File: src/rtl/ptw_pkg.sv
// Package: shared state encoding for the page table walker.
// Assumes nothing beyond the walker's own modules importing it.
package ptw_pkg;
    typedef enum logic [2:0] {
        WS_IDLE,
        WS_READ,
        WS_WAIT,
        WS_DONE,
        WS_FAULT
    } walk_state_e;
endpackage

File: src/rtl/ptw_addr_gen.sv
// Entry address former: picks the index field for the current level and
// adds index * entry size to the current table base.
// Assumes the index field list is packed with level 0 in the top bits.
module ptw_addr_gen #(
    parameter int LEVELS = 4,
    parameter int IDX_W  = 9,
    parameter int PA_W   = 44,
    parameter int PTE_SH = 3,
    parameter int LVL_W  = 2
) (
    input  logic [LEVELS*IDX_W-1:0] idx_field,
    input  logic [LVL_W-1:0]        level,
    input  logic [PA_W-1:0]         base,
    output logic [PA_W-1:0]         entry_addr
);
    logic [IDX_W-1:0] idx_arr [LEVELS];
    logic [IDX_W-1:0] idx_sel;

    // one slice per level, most significant slice for level 0
    for (genvar g = 0; g < LEVELS; g++) begin : g_idx
        assign idx_arr[g] = idx_field[(LEVELS-g)*IDX_W-1 -: IDX_W];
    end

    // select the slice of the current level
    assign idx_sel = idx_arr[level];

    // base plus scaled index
    assign entry_addr = base + {{(PA_W-IDX_W-PTE_SH){1'b0}}, idx_sel, {PTE_SH{1'b0}}};
endmodule

File: src/rtl/ptw_pte_decode.sv
// Entry decoder: extracts the valid flag and the frame-aligned base from a
// returned table entry. Assumes PTE_W > PA_W and the frame field in [PA_W-1:OFF_W].
module ptw_pte_decode #(
    parameter int PTE_W = 64,
    parameter int PA_W  = 44,
    parameter int OFF_W = 12
) (
    input  logic [PTE_W-1:0] entry,
    output logic             pte_valid,
    output logic [PA_W-1:0]  pte_base
);
    logic unused_pte_bits;

    // flag and frame base
    assign pte_valid = entry[0];
    assign pte_base  = {entry[PA_W-1:OFF_W], {OFF_W{1'b0}}};

    // bits without meaning to the walker
    assign unused_pte_bits = ^{entry[PTE_W-1:PA_W], entry[OFF_W-1:1]};
endmodule

File: src/rtl/ptw_ctrl.sv
// Walk sequencer: accepts one request at a time, steps the level and table
// base on each valid entry, and ends with a done or fault pulse.
// Assumes the read response arrives no earlier than the cycle after the
// request handshake.
module ptw_ctrl
    import ptw_pkg::*;
#(
    parameter int LEVELS = 4,
    parameter int IDX_W  = 9,
    parameter int OFF_W  = 12,
    parameter int PA_W   = 44,
    parameter int LVL_W  = 2,
    parameter int VA_W   = LEVELS*IDX_W + OFF_W
) (
    input  logic                    clk,
    input  logic                    rst_n,
    input  logic                    req_valid,
    input  logic [VA_W-1:0]         req_vaddr,
    input  logic [PA_W-1:0]         root_ptr,
    input  logic                    mem_req_ready,
    input  logic                    mem_rsp_valid,
    input  logic                    pte_valid,
    input  logic [PA_W-1:0]         pte_base,
    output logic                    busy,
    output logic                    mem_req_valid,
    output logic [LVL_W-1:0]        level,
    output logic [PA_W-1:0]         base,
    output logic [LEVELS*IDX_W-1:0] idx_field,
    output logic                    done,
    output logic                    fault,
    output logic [LVL_W-1:0]        fault_level,
    output logic [PA_W-1:0]         paddr
);
    localparam logic [LVL_W-1:0] LAST_LVL = LVL_W'(LEVELS-1);

    walk_state_e      state_q;
    logic [LVL_W-1:0] level_q;
    logic [PA_W-1:0]  base_q;
    logic [VA_W-1:0]  vaddr_q;
    logic [PA_W-1:0]  paddr_q;
    logic [LVL_W-1:0] flevel_q;

    // walk state, level, base and result registers
    always_ff @(posedge clk) begin
        if (!rst_n) begin
            state_q  <= WS_IDLE;
            level_q  <= '0;
            base_q   <= '0;
            vaddr_q  <= '0;
            paddr_q  <= '0;
            flevel_q <= '0;
        end else begin
            case (state_q)
                WS_IDLE: begin
                    if (req_valid) begin
                        vaddr_q <= req_vaddr;
                        base_q  <= root_ptr;
                        level_q <= '0;
                        state_q <= WS_READ;
                    end
                end
                WS_READ: begin
                    if (mem_req_ready) begin
                        state_q <= WS_WAIT;
                    end
                end
                WS_WAIT: begin
                    if (mem_rsp_valid) begin
                        if (!pte_valid) begin
                            flevel_q <= level_q;
                            state_q  <= WS_FAULT;
                        end else if (level_q == LAST_LVL) begin
                            paddr_q <= {pte_base[PA_W-1:OFF_W], vaddr_q[OFF_W-1:0]};
                            state_q <= WS_DONE;
                        end else begin
                            base_q  <= pte_base;
                            level_q <= level_q + LVL_W'(1);
                            state_q <= WS_READ;
                        end
                    end
                end
                WS_DONE:  state_q <= WS_IDLE;
                WS_FAULT: state_q <= WS_IDLE;
                default:  state_q <= WS_IDLE;
            endcase
        end
    end

    // decoded outputs
    assign busy          = (state_q != WS_IDLE);
    assign mem_req_valid = (state_q == WS_READ);
    assign done          = (state_q == WS_DONE);
    assign fault         = (state_q == WS_FAULT);
    assign level         = level_q;
    assign base          = base_q;
    assign idx_field     = vaddr_q[VA_W-1:OFF_W];
    assign fault_level   = flevel_q;
    assign paddr         = paddr_q;

    AST_ACCEPT_BUSY: assert property (@(posedge clk) disable iff (!rst_n)
        (req_valid && !busy) |=> busy);
    AST_BUSY_COVERS_RESP: assert property (@(posedge clk) disable iff (!rst_n)
        (done || fault) |-> busy);
    AST_RESP_PULSE: assert property (@(posedge clk) disable iff (!rst_n)
        (done || fault) |=> !(done || fault));
    AST_RESP_EXCL: assert property (@(posedge clk) disable iff (!rst_n)
        !(done && fault));
    AST_READ_ONLY_BUSY: assert property (@(posedge clk) disable iff (!rst_n)
        mem_req_valid |-> busy);
    AST_VADDR_FROZEN: assert property (@(posedge clk) disable iff (!rst_n)
        (busy && !done && !fault) |=> $stable(vaddr_q));
endmodule

File: src/rtl/ptw_walker.sv
// Top of the page table walker: ties the sequencer to the entry address
// former and the entry decoder. Assumes a single outstanding memory read.
module ptw_walker #(
    parameter int PA_W      = 44,
    parameter int LEVELS    = 4,
    parameter int IDX_W     = 9,
    parameter int OFF_W     = 12,
    parameter int PTE_BYTES = 8,
    localparam int VA_W     = LEVELS*IDX_W + OFF_W,
    localparam int PTE_W    = PTE_BYTES*8,
    localparam int PTE_SH   = $clog2(PTE_BYTES),
    localparam int LVL_W    = $clog2(LEVELS)
) (
    input  logic             clk,
    input  logic             rst_n,
    input  logic             req_valid,
    input  logic [VA_W-1:0]  req_vaddr,
    input  logic [PA_W-1:0]  root_ptr,
    output logic             busy,
    output logic             mem_req_valid,
    input  logic             mem_req_ready,
    output logic [PA_W-1:0]  mem_req_addr,
    input  logic             mem_rsp_valid,
    input  logic [PTE_W-1:0] mem_rsp_data,
    output logic             done,
    output logic             fault,
    output logic [LVL_W-1:0] fault_level,
    output logic [PA_W-1:0]  paddr
);
    logic [LVL_W-1:0]        level;
    logic [PA_W-1:0]         base;
    logic [LEVELS*IDX_W-1:0] idx_field;
    logic                    pte_valid;
    logic [PA_W-1:0]         pte_base;

    // sequencer
    ptw_ctrl #(
        .LEVELS(LEVELS), .IDX_W(IDX_W), .OFF_W(OFF_W), .PA_W(PA_W), .LVL_W(LVL_W)
    ) ctrl_i (
        .clk(clk), .rst_n(rst_n),
        .req_valid(req_valid), .req_vaddr(req_vaddr), .root_ptr(root_ptr),
        .mem_req_ready(mem_req_ready), .mem_rsp_valid(mem_rsp_valid),
        .pte_valid(pte_valid), .pte_base(pte_base),
        .busy(busy), .mem_req_valid(mem_req_valid),
        .level(level), .base(base), .idx_field(idx_field),
        .done(done), .fault(fault), .fault_level(fault_level), .paddr(paddr)
    );

    // entry address for the current level
    ptw_addr_gen #(
        .LEVELS(LEVELS), .IDX_W(IDX_W), .PA_W(PA_W), .PTE_SH(PTE_SH), .LVL_W(LVL_W)
    ) addr_i (
        .idx_field(idx_field), .level(level), .base(base), .entry_addr(mem_req_addr)
    );

    // returned entry decode
    ptw_pte_decode #(
        .PTE_W(PTE_W), .PA_W(PA_W), .OFF_W(OFF_W)
    ) dec_i (
        .entry(mem_rsp_data), .pte_valid(pte_valid), .pte_base(pte_base)
    );

    AST_REQ_HOLD: assert property (@(posedge clk) disable iff (!rst_n)
        (mem_req_valid && !mem_req_ready) |=> (mem_req_valid && $stable(mem_req_addr)));
endmodule

File: config.mk
export PLATFORM = sky130hd
export DESIGN_NAME = ptw_walker
export DESIGN_NICKNAME = d
export VERILOG_FILES = /design/src/rtl/ptw_pkg.sv /design/src/rtl/ptw_addr_gen.sv /design/src/rtl/ptw_pte_decode.sv /design/src/rtl/ptw_ctrl.sv /design/src/rtl/ptw_walker.sv
export SDC_FILE = /design/constraint.sdc
export NUM_CORES = 1
export LEC_CHECK = 0
export ABC_AREA = 1
export BUFFER_PORTS_ARGS = -buffer_cell sky130_fd_sc_hd__buf_2
export CAP_MARGIN = 20
export CORE_MARGIN = 3
export CORE_UTILIZATION = 40
export CTS_BUF_LIST = sky130_fd_sc_hd__clkbuf_8
export CTS_CLUSTER_SIZE = 20
export DETAILED_ROUTE_END_ITERATION = 10
export PLACE_DENSITY = 0.72
export SYNTH_ARGS = -nofsm -noshare
export SYNTH_HDL_FRONTEND = slang
export SYNTH_SLANG_ARGS = --single-unit
File: constraint.sdc
create_clock -name clk -period 3.22 [get_ports clk]
set_clock_uncertainty 0.2 [all_clocks]
set_input_delay 0.805 -clock clk [delete_from_list [all_inputs] [get_ports clk]]
set_output_delay 0.805 -clock clk [all_outputs]
set_load 0.01 [all_outputs]
== Word level (Yosys, flattened, before mapping) ==
Index checks and enable logic that the tools add are counted.

* Register bits: 143
* Input bits: 161
* Output and inout port bits: 94
* Word-level logic and storage cells: 48

* Add/subtract/negate cells: 2
* Order comparisons: 1
* Eq/ne operators: 10
* Multiplexer cells: 19
* Bitwise operators: 2
* Reductions and logical operators: 8

{| class="wikitable"
|+ Operators with widths
! cell !! number
|-
| $mux W44 || 4
|-
| $pmux W44 S2 || 1
|-
| $add A44 B12 Y44 || 1
|-
| $bmux W9 S2 || 1
|-
| $mux W9 || 2
|-
| $mux W3 || 4
|-
| $mux W2 || 5
|-
| $pmux W3 S3 || 1
|-
| $ne A2 B2 Y1 const B || 4
|-
| $eq A3 B2 Y1 const B || 2
|-
| $reduce_and A3 Y1 || 2
|-
| $reduce_and A5 Y1 || 1
|-
| $pmux W2 S2 || 1
|-
| $reduce_and A4 Y1 || 1
|-
| $eq A3 B1 Y1 const B || 1
|-
| $eq A3 B3 Y1 const B || 1
|-
| $ge A3 B3 Y1 const B || 1
|-
| $logic_not A3 Y1 || 1
|-
| $not A2 Y3 || 1
|-
| $reduce_bool A3 Y1 || 1
|-
| $add A2 B1 Y2 const B || 1
|-
| $eq A2 B2 Y1 const B || 1
|-
| $ne A2 B1 Y1 const B || 1
|-
| $reduce_and A2 Y1 || 1
|-
| 2 further kinds || 2
|}

== Longest topological paths before layout ==
Gate-level depths: netlist of run 1.

* Word-level depth: 5
* Depth in mapped cells: 15
* Gate-level depth less buffers: 14

== Hierarchy ==
Synthesis of run 1 repeated with hierarchy kept, for this count alone.

* Cell total of the unflattened synthesis: 1416
* Area total of the unflattened synthesis: 8817.2 um^2

{| class="wikitable"
|+ By module, submodules not included
! module !! instances !! cells each !! area an instance (um^2) !! seq. area each (um^2)
|-
| ptw_ctrl || 1 || 923 || 6284.8 || 2862.7
|-
| ptw_addr_gen || 1 || 447 || 2190.9 || 0.0
|-
| ptw_pte_decode || 1 || 46 || 341.6 || 0.0
|}

== Worst setup path after synthesis of run 1 ==
No wires, ideal clock.

* Path type: flip-flop to output port
* From: register ctrl_i.level_q[0], in the netlist ctrl_i.level[0]
* To: output port mem_req_addr[17]
* Data arrival time: 2.290 ns
* Required time: 2.215 ns
* Slack: -0.075 ns
* Stages on the path, launching flop included: 14
* Path buffers: 2
* Cell sequence: dfxtp_1 > clkbuf_1 > clkbuf_1 > nor2_1 > o22ai_1 > ha_1 > fa_1 > nand2_1 > nand2_1 > nand3_1 > nand2_1 > nand2_1 > o21ai_0 > xor2_1

* Longest elaborated chain between the ends: 5

{| class="wikitable"
|+ RTL lines
! what !! line !! RTL
|-
| from (decl) || ptw_ctrl.sv:37 || <nowiki>logic [LVL_W-1:0] level_q;</nowiki>
|-
| from (signal assigned) || ptw_ctrl.sv:77 || <nowiki>level_q <= level_q + LVL_W'(1);</nowiki>
|-
| $not A2 Y3 (implied by the code) || ptw_addr_gen.sv:25 || <nowiki>assign idx_sel = idx_arr[level];</nowiki>
|-
| $bmux W9 S2 || ptw_addr_gen.sv:25 ||
|-
| $mux W9 (implied by the code) (2 in series) || ptw_addr_gen.sv:25 ||
|-
| $add A44 B12 Y44 || ptw_addr_gen.sv:28 || <nowiki>assign entry_addr = base + {{(PA_W-IDX_W-PTE_SH){1'b0}}, idx_sel, {PTE_SH{1'b0}}};</nowiki>
|-
| to (decl) || ptw_walker.sv:22 || <nowiki>output logic [PA_W-1:0] mem_req_addr,</nowiki>
|}

No other way between the ends. The select of a mux whose other input is x is not followed.

== Worst setup path after layout of run 1 ==
* From: register ctrl_i.level_q[0], in the netlist ctrl_i.level[0]
* To: output port mem_req_addr[28]

Same word-level chain as after synthesis.

==> results.md, run 1 <==
- Critical path endpoint category: output pin
- Total of max-cap violations: 0
- Core area: roughly 18000 sq um
- Gate Count Post-Synth: 1204
- Req. time, crit path: approximately 2.2 ns
- Clk sinks: around 140
- Layout cells sized above 1: about a third
- FP Rows: 49
- Final cell utilization of the core: around three fifths
- Post-synth top cells: 354 x nand2_1, 245 x nor2_1, 143 x dfxtp_1, 85 x nand3_1, 83 x o21ai_0
- Die area: approximately 21000 sq um
- DR WL met2: roughly 13000 um
- Flops & latches, synth: between 100 and 150
- Layout net count: approximately 1600
- Final Slew Violations: 0
- Crit path time final: 3.70 ns
- Initial antenna violation count: 0
- Antenna fix cells: 0
- Worst-Margin Slew: around 0.8 ns
- Max clock buf depth: 2
- Grt total ovfl: 0
- Largest net degree at the start of global routing: 62
- Clk pin slew, worst setup/hold paths: 0.09 ns
- Yosys top cell area share: a little under two fifths
- Crit Reg-Reg Startpoint: ctrl_i.level[1]
- Hold Vio Cnt, Final: 0
- Dpl hpwl: roughly 18000 um
- Number of synthesized flops with an enable pin: 0
- Routed length on met3: 1820 um
- Worst Hold Path Cells: 2
- Dominant cells by area after synthesis: dfxtp_1 38%, nand2_1 18%, nor2_1 12%, nand3_1 5.6%, o21ai_0 5.5%
- Routed wire length: approximately 26000 um
- Clock buffer count from CTS: 17
- # hold bufs at CTS: 0
- Post-synthesis sequential area ratio: 37.9%
- Met1 wire length: 11000 um
- CTS tree: built
- Leak: about 5.2 nW
- YS warnings: 0
- Top-count cell post-synth: nand2_1
- CP startpoint kind: flop
- Syn Nets: 1376
- CP arrival: approximately 2.7 ns
- PwrDens: approximately 600 nW/um^2
- Total number of vias: just under 9000
- Max H-tree Level: 4
- R2R cell count: 11
- Cell chain of the critical path: buf_8 -> buf_12 -> o21ai_2 -> o22ai_2 -> ha_4 -> nand2_8 -> nor2_4 -> nand3_2 -> nand3_4 -> buf_6 -> nand3_2 -> nand2_1 -> nand2_1 -> buf_2
- Worst reg2reg endpoint: ctrl_i.paddr[30]
- Maximum VDD drop: ~0.43 mV
- Number of global-route vias before repair: about 8000
- Via/cell ratio: between 5 and 6
- Buf+Inv Stages, Crit Path: 4
- Die H: between 100 and 150 um
- Die W: ~140 um
- Clock root cell: clkbuf_8
- First-pass GRT wire length: between 30000 and 40000 um
- Area Growth Syn to Fin: 43.5%
- Rel. slew slack: between 40% and 50%
- Skew-Pair Late Insertion Delay: roughly 0.45 ns
- Hold Path Class: reg2reg
- Failing checks: negative setup slack
- Worst Setup SP: ctrl_i.level[0]
- I/O pin count: 255
- Post-Synthesis Cell Area: 7550 sq um
- Crit Path Max Fanout: 8
- Slowest Stage Delay on Critical Path: approximately 0.36 ns
- Asr flop ratio synth: 0%
- Post-synth top area cell: dfxtp_1
- DRT antenna net count: 0
- Fin Hold WS: roughly 0.26 ns
- WL per Instance: roughly 15 um
- WS Path Type: reg2out
- Hold endpoint: ctrl_i.vaddr_q[1]
- Final period utilization: 115%
- R2r setup slk: 0.87 ns
- Initial Util: between 40% and 50%
- Status: finished, violations left
- GRT Util Overall: approximately a quarter
- Final setup violating endpoints: 38
- Uppermost layer routed: met4
- Setup_tns: -14.81 ns
- Main synth FF type: dfxtp_1
- Netlist cell types: 30
- GP Congestion: 0.961
- Slowest-stage cell, CP: ha_4
- IO Port Bufs: roughly 220
- Hold Startpoint: ctrl_i.vaddr_q[1]
- RSZ-0062 raised after global routing: yes
- Top cell family by delay on the critical path: simple AND/OR/NAND/NOR gates
- Syn Area/Cell: approximately 6.3 sq um
- DRT iter0 DRCs: 540
- Max Clk Rate: roughly 270 MHz
- Post-route DRC violation count: 0
- Drt first pass iters: 5
- Setup slack after layout: -0.475 ns
[power by group]
group          switching (mW)  internal (mW)  leakage, nW
Clock                   0.822          0.808        0.227
Combinational            1.40           1.12         3.85
Sequential              0.223           1.95         1.17
Total                    2.44           3.88         5.24
[stage by stage]
step / power (mW) / std cells / setup slack [ns] / cell area, sq um
global route: 6.66 / 1696 / -0.603 / 10800
detailed placement: 3.89 / 1643 / -0.233 / 9030
CTS: 5.99 / 1686 / -0.442 / 10300
finish: 6.32 / 1696 / -0.475 / 10800
global placement: 3.88 / 1643 / -0.179 / 9030
floorplan: 3.18 / 1204 / 0.0231 / 7550
[logic make-up after synthesis]
logic type,synth area share [%]
flip-flops,37.9
AND/OR/NAND/NOR,38.5
XOR/XNOR,1.97
adder cells (fa/ha/maj),1.92
buffers and inverters,7.47
AO/OA/AOI/OAI,12.2
[worst min-delay path, cell delays in order, from the launching register on]
cell and delay [ns]:
dfxtp_1 0.31, inv_1 0.06, a21oi_1 0.06
[repair_timing]
action / in CTS / in global routing
buffers inserted: 11 / 10
pin swaps: 68 / 84
setup endpoints to repair: 39 / 39
resized for setup: 183 / 105
hold endpoints to repair: 0 / 0
[flip-flops by register name, summed over array words and instances, names as in the netlist]
signal and cells:
ctrl_i.vaddr_q 48, ctrl_i.base 44, ctrl_i.paddr 44, ctrl_i.state_q 3, ctrl_i.fault_level 2, ctrl_i.level 2
[placed cells by master, fill, tap and decap left out, types with 17 or more instances in the layout]
master / synthesis / final
dfxtp_1: 143 / 141
a21oi_1: 59 / 55
buf_4: 8 / 42
nand3_1: 85 / 61
nand2_1: 354 / 296
nor2_2: 3 / 17
o21ai_0: 83 / 65
clkbuf_8: 0 / 17
o21ai_1: 30 / 32
buf_6: 2 / 37
inv_1: 63 / 53
nand2_2: 3 / 45
nor2_1: 245 / 217
buf_2: 16 / 212
[layer usage]
layer | vias to the layer above | GRT usage [%]
met3 | 42 | 5.16
li1 | 4325 | -
met1 | 3997 | 30.4
met5 | - | 0
met4 | 0 | 7.93
met2 | 324 | 41.0
[how the worst max path moves through the flow]
stage                             endpoint  slack, ns  cells past startpoint
after floorplan           mem_req_addr[15]       0.02                     13
after global placement    mem_req_addr[13]      -0.18                     10
after detailed placement  mem_req_addr[13]      -0.23                     12
after CTS                 mem_req_addr[41]      -0.44                     16
after global routing      mem_req_addr[23]      -0.60                     14
final                     mem_req_addr[28]      -0.48                     14
[cell type report]
| cell class | instances | area, sq um |
|---|---|---|
| flip-flops and latches | 143 | 2870 |
| inverters | 69 | 264 |
| fillers | 1695 | 7440 |
| clock inverters | 15 | 209 |
| well taps | 229 | 287 |
| multi-input cells | 928 | 5100 |
| repair buffers | 295 | 1870 |
| clock buffers | 17 | 234 |
Note: power is estimated with default switching activity, not from simulation.
==> run 2, diff against run 1 <==
Settings changed: BUFFER_PORTS_ARGS -buffer_cell sky130_fd_sc_hd__buf_2 to -buffer_cell sky130_fd_sc_hd__clkbuf_2, PLACE_DENSITY 0.72 to 0.71, SYNTH_HIERARCHICAL from default to 1.
==> results.md, run 2 <==
- Max reg flops: 48
- Final period utilization: 114%
- CP dominant cell by count: nand2_2
- Most frequent cells in the layout: 320 x nand2_1, 245 x nor2_1, 192 x clkbuf_2
- Layout cells sized above 1: approximately 30%
- Hold Vio Cnt, Final: 0
- Initial Util: between 40 and 50%
- Grt total ovfl: 0
- Drt first pass iters: 5
- Hold Path Class: reg2reg
- Routed wire length: between 20000 and 30000 um
- Maximum VDD drop: 0.320 mV
- Crit Reg-Reg Startpoint: ctrl_i/state_q[0]
- Worst reg2reg endpoint: ctrl_i/vaddr_q[28]
- Setup_tns: -13.03 ns
- Dpl hpwl: 19500 um
- Slowest Stage Delay on Critical Path: 0.43 ns
- Antenna fix cells: 0
- Clk pin slew, worst setup/hold paths: roughly 0.090 ns
- Cell chain of the critical path: buf_8 -> o21ai_4 -> o22ai_4 -> ha_4 -> fa_2 -> nand2_2 -> nand2_2 -> nand3_2 -> nand2_4 -> nand2_2 -> inv_1 -> o21bai_1 -> nand2_1 -> clkbuf_2
- Initial antenna violation count: 0
- Number of global-route vias before repair: ~8500
- DRT antenna net count: 0
- Flops & latches, synth: approximately 140
- Clk sinks: 143
- Die W: roughly 150 um
- Area Growth Syn to Fin: 25.7%
- Layout net count: ~1700
- Largest reg by FF count: ctrl_i/vaddr_q
- Hold Startpoint: ctrl_i/vaddr_q[3]
- Max H-tree Level: 4
- Syn Area/Cell: a little over 6 sq um
- Total number of vias: 8951
- WL per Instance: between 10 and 15 um
- Critical path endpoint category: output pin
- Largest net degree at the start of global routing: 70
- First-pass GRT wire length: 42700 um
- Worst Hold Path Cells: 2
- # hold bufs at CTS: 0
- Crit path time final: ~3.7 ns
- Slowest-stage cell, CP: fa_2
- Crit Path Max Fanout: 5
- Clock buffer count from CTS: 17
- Post-Synthesis Cell Area: about 9000 sq um
- Die area: about 24000 sq um
- DRT iter0 DRCs: 412
- Req. time, crit path: 2.21 ns
- Placed Instances: between 1500 and 2000
- CP startpoint kind: flop
- FP Rows: 53
- Setup slack after layout: -0.447 ns
- Gate Count Post-Synth: about 1400
- Failing checks: negative setup slack
- Final Slew Violations: 0
- Post-synth top area cell: dfxtp_1
- Skew-Pair Late Insertion Delay: ~0.45 ns
- I/O pin count: about 260
- Core area: 21400 sq um
- Post-synth top cells: 356 x nand2_1, 263 x nor2_1, 151 x inv_1, 143 x dfxtp_1, 115 x o21ai_0
- IO Port Bufs: roughly 220
- Post-synthesis sequential area ratio: roughly 32%
- R2R cell count: 5
- Final cell utilization of the core: between 50% and 60%
- Non-filler cells, final: 1862
- Asr flop ratio synth: 0%
- Max Clk Rate: approximately 270 MHz
- GP Congestion: between 0.9 and 1
- Post-route DRC violation count: 0
- Netlist cell types: 34
- CTS tree: built
- CP arrival: about 2.7 ns
- Max clock buf depth: 2
- Die H: about 150 um
- Final setup violating endpoints: 39
- PwrDens: roughly 800 nW/um^2
- Yosys top cell area share: between 30 and 40%
- Top-count cell post-synth: nand2_1
- Leak: 5.50 nW
- Total of max-cap violations: 0
- Dominant cells by area after synthesis: dfxtp_1 32%, nand2_1 15%, nor2_1 11%, buf_4 7.9%, o21ai_0 6.5%
- Main synth FF type: dfxtp_1
- Via/cell ratio: a little under 5
- Clock root cell: clkbuf_8
- GRT Util Overall: between 20 and 25%
- Most common cell after layout, fill and taps aside: nand2_1
- Pre-CTS setup slack: -0.178 ns
- Worst-Margin Slew: around 0.89 ns
- R2r setup slk: 0.82 ns
- Hold endpoint: ctrl_i/vaddr_q[3]
- Number of synthesized flops with an enable pin: 0
- Rel. slew slack: 40.5%
- RSZ-0062 raised after global routing: yes
- Status: finished, violations left
- WS Path Type: reg2out
- YS warnings: 6
==> run 2: cell types whose count changed after synthesis, sizes merged, moves of 3 or more <==
cell	delta
inv	+85
nor3	-3
a21oi	-6
nand2	+15
clkbuf	-14
or2	+3
buf	+97
nand3b	+3
nand3	+9
xor2	-4
nor2	+27
==> run 2: timing repair <==
item	CTS	global route
pin swaps	61	65
resized for setup	152	101
setup endpoints to repair	40	39
buffers inserted	10	8
hold endpoints to repair	0	0
cloned	1	0
==> run 2: logic make-up after synthesis <==
group / after synthesis / share of synthesized area [%]
and+or+nand+nor: 767 / 36.5
DFF: 143 / 32.5
xor gates and xnor gates: 13 / 1.29
buffers and inverters: 301 / 17.5
adders and majority gates: 11 / 1.65
AOI/OAI and AO/OA: 180 / 10.5
other: 1 / 0.0425
==> run 2: final cells by class <==
class / instances / area [sq um]
Fill cell: 2144 / 10300
Multi-Input combinational cell: 983 / 5260
Sequential cell: 143 / 2870
Timing Repair Buffer: 276 / 1660
Inverter: 154 / 589
Tap cell: 275 / 344
Clock buffer: 17 / 234
Clock inverter: 13 / 116
Timing Repair inverter: 1 / 7.51
==> run 2: metrics by stage <==
stage / cell area (sq um) / hold slack (ns) / power (mW)
detailed placement: 9740 / 0.232 / 6.18
finish: 11100 / 0.243 / 8.62
global placement: 9740 / 0.228 / 6.13
CTS: 10800 / 0.245 / 8.25
global route: 11100 / 0.267 / 9.24
floorplan: 8880 / 0.220 / 4.99
==> run 2: critical path, delay by kind of cell, from the launching register on <==
family / cells / cell delay, ns
AOI/OAI and AO/OA: 3 / 0.39
adders and majority gates: 2 / 0.61
buffers and inverters: 3 / 0.34
and+or+nand+nor: 6 / 0.51
DFF: 1 / 0.38
==> run 2: where the power goes <==
| part | leakage [nW] | switching (mW) | internal [mW] |
|---|---|---|---|
| registers | 1.18 | 0.467 | 2.14 |
| logic | 4.14 | 2.72 | 1.98 |
| clock network | 0.180 | 0.707 | 0.604 |
| total | 5.50 | 3.89 | 4.72 |
==> run 2: how the worst max path moves through the flow <==
| stage | from | to | cells past startpoint |
|---|---|---|---|
| detailed placement | ctrl_i/level[0] | mem_req_addr[13] | 14 |
| floorplan | ctrl_i/level[0] | mem_req_addr[23] | 14 |
| finish | ctrl_i/level[0] | mem_req_addr[27] | 14 |
| CTS | ctrl_i/level[0] | mem_req_addr[33] | 15 |
| global placement | ctrl_i/level[0] | mem_req_addr[13] | 14 |
| global route | ctrl_i/level[0] | mem_req_addr[25] | 15 |
==> run 2: per-layer routing <==
metal	routed length, um	track usage, %
met5	0	0
met4	251	4.96
met3	1660	5.18
met2	12700	36.3
met1	12300	28.9
